`config.mk`:
```
export PLATFORM = sky130hd
export DESIGN_NAME = dma3d_addr_gen
export DESIGN_NICKNAME = d
export VERILOG_FILES = /design/src/rtl/dma3d_pkg.sv /design/src/rtl/dma3d_side.sv /design/src/rtl/dma3d_counts.sv /design/src/rtl/dma3d_addr_gen.sv
export SDC_FILE = /design/constraint.sdc
export NUM_CORES = 1
export LEC_CHECK = 0
export BUFFER_PORTS_ARGS = -buffer_cell sky130_fd_sc_hd__buf_2
export CAP_MARGIN = 5
export CORE_AREA = 2 2 184 367
export CTS_BUF_LIST = sky130_fd_sc_hd__clkbuf_4 sky130_fd_sc_hd__clkbuf_8 sky130_fd_sc_hd__clkbuf_16
export DETAILED_ROUTE_END_ITERATION = 10
export DIE_AREA = 0 0 186 369
export PLACE_DENSITY = 0.48
export SLEW_MARGIN = 20
export SYNTH_ARGS = -nofsm -noshare
export SYNTH_HDL_FRONTEND = slang
export SYNTH_SLANG_ARGS = --single-unit
```
`constraint.sdc`:
```
create_clock -name clk -period 5.9 [get_ports clk]
set_clock_uncertainty 0.2 [all_clocks]
set_input_delay 0 -clock clk [delete_from_list [all_inputs] [get_ports clk]]
set_output_delay 0 -clock clk [all_outputs]
set_load 0.01 [all_outputs]
```
`src/rtl/dma3d_pkg.sv`:
```
package dma3d_pkg;

  typedef enum logic [1:0] {
    ST_IDLE = 2'd0,
    ST_WAIT = 2'd1,
    ST_EMIT = 2'd2
  } d3_state_e;

  localparam int D3_FW_BITS = 3;
  localparam int D3_SIDES   = 2;
  localparam int D3_SRC     = 0;
  localparam int D3_DST     = 1;

endpackage

```
`src/rtl/dma3d_side.sv`:
```
module dma3d_side #(
  parameter int AW = 32,
  parameter int IW = 16
) (
  input  logic          clk,
  input  logic          rst_n,
  input  logic          load,
  input  logic [AW-1:0] init_addr,
  input  logic [IW-1:0] arr_idx,
  input  logic [IW-1:0] frm_idx,
  input  logic          fixed,
  input  logic          ab_mode,
  input  logic          step,
  input  logic          frame_end,
  output logic [AW-1:0] addr
);

  localparam int EXT = AW - IW;

  function automatic logic [AW-1:0] add_stride(input logic [AW-1:0] base,
                                               input logic [IW-1:0] idx);
    return base + {{EXT{idx[IW-1]}}, idx};
  endfunction

  logic [AW-1:0] cur_q;
  logic [AW-1:0] fstart_q;
  logic [AW-1:0] next_frame;

  assign next_frame = ab_mode ? add_stride(fstart_q, frm_idx)
                              : add_stride(cur_q, frm_idx);

  always_ff @(posedge clk or negedge rst_n) begin
    if (!rst_n) begin
      cur_q    <= '0;
      fstart_q <= '0;
    end else if (load) begin
      cur_q    <= init_addr;
      fstart_q <= init_addr;
    end else if (step && !fixed) begin
      if (frame_end) begin
        cur_q    <= next_frame;
        fstart_q <= next_frame;
      end else begin
        cur_q <= add_stride(cur_q, arr_idx);
      end
    end
  end

  assign addr = cur_q;

endmodule

```
`src/rtl/dma3d_counts.sv`:
```
module dma3d_counts #(
  parameter int CW = 16
) (
  input  logic          clk,
  input  logic          rst_n,
  input  logic          load,
  input  logic [CW-1:0] bcnt_init,
  input  logic [CW-1:0] ccnt_init,
  input  logic [CW-1:0] bcnt_keep,
  input  logic [CW-1:0] bcnt_rld,
  input  logic          ab_mode,
  input  logic          step,
  output logic          frame_end,
  output logic          block_end
);

  localparam logic [CW-1:0] ONE = CW'(1);

  logic [CW-1:0] bleft_q;
  logic [CW-1:0] cleft_q;

  assign frame_end = (bleft_q == ONE);
  assign block_end = (cleft_q == ONE);

  always_ff @(posedge clk or negedge rst_n) begin
    if (!rst_n) begin
      bleft_q <= '0;
      cleft_q <= '0;
    end else if (load) begin
      bleft_q <= bcnt_init;
      cleft_q <= ccnt_init;
    end else if (step) begin
      if (frame_end) begin
        if (!block_end) begin
          cleft_q <= cleft_q - ONE;
          bleft_q <= ab_mode ? bcnt_keep : bcnt_rld;
        end
      end else begin
        bleft_q <= bleft_q - ONE;
      end
    end
  end

endmodule

```
`src/rtl/dma3d_addr_gen.sv`:
```
module dma3d_addr_gen
  import dma3d_pkg::*;
#(
  parameter int AW = 32,
  parameter int CW = 16,
  parameter int IW = 16
) (
  input  logic            clk,
  input  logic            rst_n,
  input  logic            load,
  input  logic [AW-1:0]   cfg_src,
  input  logic [AW-1:0]   cfg_dst,
  input  logic [2*CW-1:0] cfg_cnt,
  input  logic [CW-1:0]   cfg_ccnt,
  input  logic [2*IW-1:0] cfg_bidx,
  input  logic [2*IW-1:0] cfg_cidx,
  input  logic [CW-1:0]   cfg_bcnt_rld,
  input  logic            cfg_ab_sync,
  input  logic            cfg_src_fifo,
  input  logic            cfg_dst_fifo,
  input  logic [2:0]      cfg_fifo_w,
  input  logic            sync_evt,
  output logic            cmd_valid,
  input  logic            cmd_ready,
  output logic [AW-1:0]   cmd_src,
  output logic [AW-1:0]   cmd_dst,
  output logic [CW-1:0]   cmd_bytes,
  output logic            cmd_src_fifo,
  output logic            cmd_dst_fifo,
  output logic [2:0]      cmd_fifo_w,
  output logic            done
);

  // registered descriptor
  logic          ab_q, sfix_q, dfix_q;
  logic [2:0]    fw_q;
  logic [CW-1:0] acnt_q, bcnt_q, rld_q;
  logic [2*IW-1:0] bidx_q, cidx_q;

  always_ff @(posedge clk or negedge rst_n) begin
    if (!rst_n) begin
      ab_q   <= 1'b0;
      sfix_q <= 1'b0;
      dfix_q <= 1'b0;
      fw_q   <= '0;
      acnt_q <= '0;
      bcnt_q <= '0;
      rld_q  <= '0;
      bidx_q <= '0;
      cidx_q <= '0;
    end else if (load) begin
      ab_q   <= cfg_ab_sync;
      sfix_q <= cfg_src_fifo;
      dfix_q <= cfg_dst_fifo;
      fw_q   <= cfg_fifo_w;
      acnt_q <= cfg_cnt[CW-1:0];
      bcnt_q <= cfg_cnt[2*CW-1:CW];
      rld_q  <= cfg_bcnt_rld;
      bidx_q <= cfg_bidx;
      cidx_q <= cfg_cidx;
    end
  end

  // named internal events
  d3_state_e st_q;
  logic step, frame_end, block_end, final_step, chunk_end, ev_take, st_idle;

  assign cmd_valid  = (st_q == ST_EMIT);
  assign step       = cmd_valid && cmd_ready;
  assign final_step = step && frame_end && block_end;
  assign chunk_end  = ab_q ? frame_end : 1'b1;
  assign ev_take    = (st_q == ST_WAIT) && sync_evt;
  assign st_idle    = (st_q == ST_IDLE);

  always_ff @(posedge clk or negedge rst_n) begin
    if (!rst_n) begin
      st_q <= ST_IDLE;
      done <= 1'b0;
    end else begin
      done <= final_step && !load;
      if (load) begin
        st_q <= ST_WAIT;
      end else begin
        unique case (st_q)
          ST_WAIT: if (ev_take) st_q <= ST_EMIT;
          ST_EMIT: begin
            if (final_step)               st_q <= ST_IDLE;
            else if (step && chunk_end)   st_q <= ST_WAIT;
          end
          default: st_q <= ST_IDLE;
        endcase
      end
    end
  end

  dma3d_counts #(.CW(CW)) u_counts (
    .clk       (clk),
    .rst_n     (rst_n),
    .load      (load),
    .bcnt_init (cfg_cnt[2*CW-1:CW]),
    .ccnt_init (cfg_ccnt),
    .bcnt_keep (bcnt_q),
    .bcnt_rld  (rld_q),
    .ab_mode   (ab_q),
    .step      (step),
    .frame_end (frame_end),
    .block_end (block_end)
  );

  // source and destination walkers
  logic [D3_SIDES-1:0][AW-1:0] init_a, addr_a;
  logic [D3_SIDES-1:0][IW-1:0] bidx_a, cidx_a;
  logic [D3_SIDES-1:0]         fix_a;

  assign init_a[D3_SRC] = cfg_src;
  assign init_a[D3_DST] = cfg_dst;
  assign fix_a[D3_SRC]  = sfix_q;
  assign fix_a[D3_DST]  = dfix_q;

  for (genvar g = 0; g < D3_SIDES; g++) begin : g_side
    assign bidx_a[g] = bidx_q[g*IW +: IW];
    assign cidx_a[g] = cidx_q[g*IW +: IW];
    dma3d_side #(.AW(AW), .IW(IW)) u_side (
      .clk       (clk),
      .rst_n     (rst_n),
      .load      (load),
      .init_addr (init_a[g]),
      .arr_idx   (bidx_a[g]),
      .frm_idx   (cidx_a[g]),
      .fixed     (fix_a[g]),
      .ab_mode   (ab_q),
      .step      (step),
      .frame_end (frame_end),
      .addr      (addr_a[g])
    );
  end

  assign cmd_src      = addr_a[D3_SRC];
  assign cmd_dst      = addr_a[D3_DST];
  assign cmd_bytes    = acnt_q;
  assign cmd_src_fifo = sfix_q;
  assign cmd_dst_fifo = dfix_q;
  assign cmd_fifo_w   = fw_q;

endmodule

```
==> summary.txt <==
Yosys
  • Synth cell types: 78
  • Portion of netlist area occupied by mux cells: 0.118
  • Synth Flop Type: sky130_fd_sc_hd__dfrtp_1
  • Area fraction in compound gates after synthesis: 0.216
  • Fraction of the yosys area taken by sequential cells: 0.358
  • Synthesis Warnings: 0
  • Leading cell types by count after synthesis: sky130_fd_sc_hd__dfrtp_1, sky130_fd_sc_hd__a21oi_1, sky130_fd_sc_hd__nor2_1, sky130_fd_sc_hd__nand2_1, sky130_fd_sc_hd__mux2_2
  • EDFF count, synth: 0
  • Share of synthesized cell area in and, or, nand and nor gates: 0.138
  • Area of the mapped netlist: 0.0196 sq mm
  • Dominant combinational cell family by area after synthesis: compound AO/OA/AOI/OAI gates
  • Area fraction of the dominant cell type after synthesis: 0.358
  • Area contributors post-synth: sky130_fd_sc_hd__dfrtp_1, sky130_fd_sc_hd__mux2_2, sky130_fd_sc_hd__ha_1
  • Post-synthesis share of cell area spent on full adders, half adders and majority gates: 0.0857
  • Leading area contributor after synthesis: sky130_fd_sc_hd__dfrtp_1
  • Per-instance average area after synthesis: 9.08 sq um
  • Synth Net Count: 2496
  • Fraction of synthesized cell area in xor and xnor cells: 0.0563
  • Post-synth ARST share: 1.00
  • Synth Instances: 2161
  • Synthesis-stage register bit count: 281
  • Count leader, synth: sky130_fd_sc_hd__dfrtp_1

Critical path
  • Worst path slowest cell: sky130_fd_sc_hd__dfrtp_4
  • Launching point of the worst reg2reg path: ab_q
  • Flop2flop setup slack: 0.86 ns
  • Crit. Startpoint: ab_q
  • Critical setup path kind: register to register
  • Number of cells on the worst reg-to-reg path: 13
  • Capturing point of the worst reg2reg path: g_side[0].u_side.addr[30]
  • CP max stage delay: 0.71 ns
  • Cell-by-cell listing of the critical path: buf_4 > mux2_2 > ha_1 > a21oi_1 > o21ai_0 > a21oi_1 > o21ai_0 > a21boi_0 > o21ai_0 > a221oi_1 > xnor2_1 > a21oi_1 > o311ai_0
  • Worst setup SP type: register
  • Required time at the endpoint of the critical path: 6.10 ns
  • Largest fanout of any net on the critical path: 42
  • Worst endpoint data arrival time: 5.24 ns
  • Element type at the critical path end: register

Pwr
  • VDD IR max: 0.251 mV
  • Pwr Density: 338 mW/mm^2
  • LEAKAGE: 11.2 nW

Routing
  • DRT iter0 DRCs: 920
  • Final wirelength: 75.8 mm
  • Average vias per placed instance: 5.26
  • Vias: 18800
  • Residual antenna-violating net count after detailed routing: 0
  • Count of unresolved DRC violations after routing: 0
  • Average wire per standard cell: 21.2 um
  • Length of the first detailed-routing pass in iterations: 5

Floorplan
  • Number of top-level pins: 290
  • Die Footprint: 0.0686 sq mm
  • Chip Height: 369 um
  • Row count: 133
  • Core footprint: 0.0657 sq mm
  • Initial core utilization: 0.298
  • Horizontal die dimension: 186 um

Final layout
  • Fill cell count: 6560
  • Share of the core filled with cells: 0.393
  • Synth-to-layout area growth: 31.6%
  • Final #Nets: 3005
  • Ratio of cells with drive above 1 in the final layout: 0.215

Timing
  • Number of setup violations in the final report: 0
  • Number of max-slew violations in the final report: 0
  • Fin crit share: 0.854
  • Sum of negative setup slack: 0 ns
  • Worst slew slack as a fraction of its limit: 0.390
  • Post-layout worst setup margin: 0.862 ns
  • Measured slew at the worst slew-check pin: 0.902 ns
  • Final hold vios: 0
  • Highest achievable clock rate: 0.199 GHz
  • Tmin final: 5.04 ns
  • Unrepaired setup endpoints after global routing: no

Status
  • Result of the run: completed

CTS
  • TritonCTS clock tree: built
  • Clock net sink count: 281
  • Root buf cell: sky130_fd_sc_hd__clkbuf_16
  • CTS resizes: 0
  • Inserted Clock Buffers: 35
  • Skew-Pair Late Insertion Delay: 0.54 ns
  • Clock-pin transition on the worst setup and hold timing paths: 0.06 ns
  • Maximum root-to-sink buffer count: 3
  • Total number of H-tree levels: 2

GRT
  • Total overflow reported by the global router: 0
  • Maximum number of pins on one net before global-route repair: 138
  • First-pass GRT wire length: 114 mm
  • Total GRT Usage: 0.219
  • Number of antenna violations at the first check in global routing: 10
  • Vias in the first global route: 20100

Run
  • Max-cap violations: 0

Place
  • PortBufs: 289
  • Pre-CTS setup slack: 0.916 ns
  • Post-detailed-placement half-perimeter wirelength: 54.8 mm
  • Final weighted congestion of routability-driven global placement: 0.863

Worst hold path
  • Min-delay worst type: input pin to register
  • Hold path depth: 4
  • Hold worst-path end: u_counts.cleft_q[8]
  • Worst Min Path Start: cfg_ccnt[8]
-- where the power goes --
part           internal [mW]  leakage, nW  switching [mW]
registers               2.22         3.30           0.321
clock network           1.28        0.574           0.893
logic                   1.73         7.37            2.30
-- critical path, delay by kind of cell, from the launching register on --
kind / cells / cell delay, ns
AOI/OAI and AO/OA: 9 / 2.40
xor gates and xnor gates: 1 / 0.19
adders and majority gates: 1 / 0.33
buffers and inverters: 1 / 0.63
DFF: 1 / 0.71
muxes: 1 / 0.41
-- worst max-delay path by stage --
stage / endpoint / slack [ns] / depth (start not counted)
final: g_side[0].u_side.addr[30] / 0.86 / 13
after CTS: g_side[0].u_side.addr[30] / 0.90 / 13
after global routing: g_side[0].u_side.addr[30] / 0.38 / 13
after global placement: g_side[0].u_side.addr[30] / 0.99 / 13
after detailed placement: g_side[0].u_side.addr[30] / 0.92 / 13
after floorplan: g_side[0].u_side.addr[30] / 1.01 / 16
-- state kept, by name (all words and copies together), names as in the netlist --
name and flops:
cmd_dst_fifo 1, u_counts.bleft_q 16, cmd_bytes 16, bcnt_q 16, bidx_a 32, cidx_a 32
cmd_fifo_w 3, g_side.u_side.fstart_q 64, g_side.u_side.addr 64, u_counts.cleft_q 16, cmd_src_fifo 1, rld_q 16
done 1, ab_q 1, st_q 2
-- routing by layer --
layer	share of wire	wire [um]	up-vias	track usage
li1	-	-	8964	-
met1	0.35	26900	9092	0.215
met2	0.54	40700	522	0.421
met3	0.041	3110	194	0.0296
met4	0.066	5020	10	0.133
met5	0.00086	65	-	0
-- cell families after synthesis --
| kind of cell | after synthesis |
|---|---|
| buffers and inverters | 140 |
| muxes | 209 |
| adders and majority gates | 132 |
| AOI/OAI and AO/OA | 685 |
| DFF | 281 |
| and+or+nand+nor | 588 |
| xor gates and xnor gates | 126 |
-- cells in the final DEF, fill, tap and decap left out, drive strengths merged, types with 21 or more instances in the layout --
cell	n
dlygate4sd3	262
a21oi	205
dfrtp	281
ha	128
a211oi	50
clkbuf	53
buf	312
o21bai	21
a21o	50
nor3	44
xor2	50
nor2	203
nand2	193
o21ai	180
o22ai	26
mux2i	29
xnor2	76
inv	37
nand3	29
mux2	180
-- metrics by stage --
stage / total power, mW / hold slack, ns / cell area [sq um] / instances
2_1_floorplan: 5.19 / -0.496 / 19600 / 2161
3_3_place_gp: 6.38 / -0.0838 / 22000 / 3247
3_5_place_dp: 6.43 / -0.0804 / 22000 / 3247
4_1_cts: 8.81 / 0.000175 / 25800 / 3569
5_1_grt: 9.30 / 0.0236 / 25800 / 3574
6_report: 8.74 / 0.0325 / 25800 / 3574
-- cell type report --
type | count | area, sq um | area share
timing repair buffer | 574 | 4310 | 0.167
clock inverter | 6 | 30.0 | 0.00116
antenna | 5 | 12.5 | 0.000485
multi-input combinational | 1740 | 12100 | 0.468
clock buffer | 53 | 1100 | 0.0425
sequential | 281 | 7040 | 0.273
inverter | 38 | 144 | 0.00557
tap | 877 | 1100 | 0.0425
-- timing repair --
action | in CTS | in global routing
buffers inserted | 0 | 0
endpoints found under the hold margin | 375 | 0
hold buffers | 263 | 0
setup endpoints to repair | 0 | 0
Note: power is estimated with default switching activity, not from simulation.
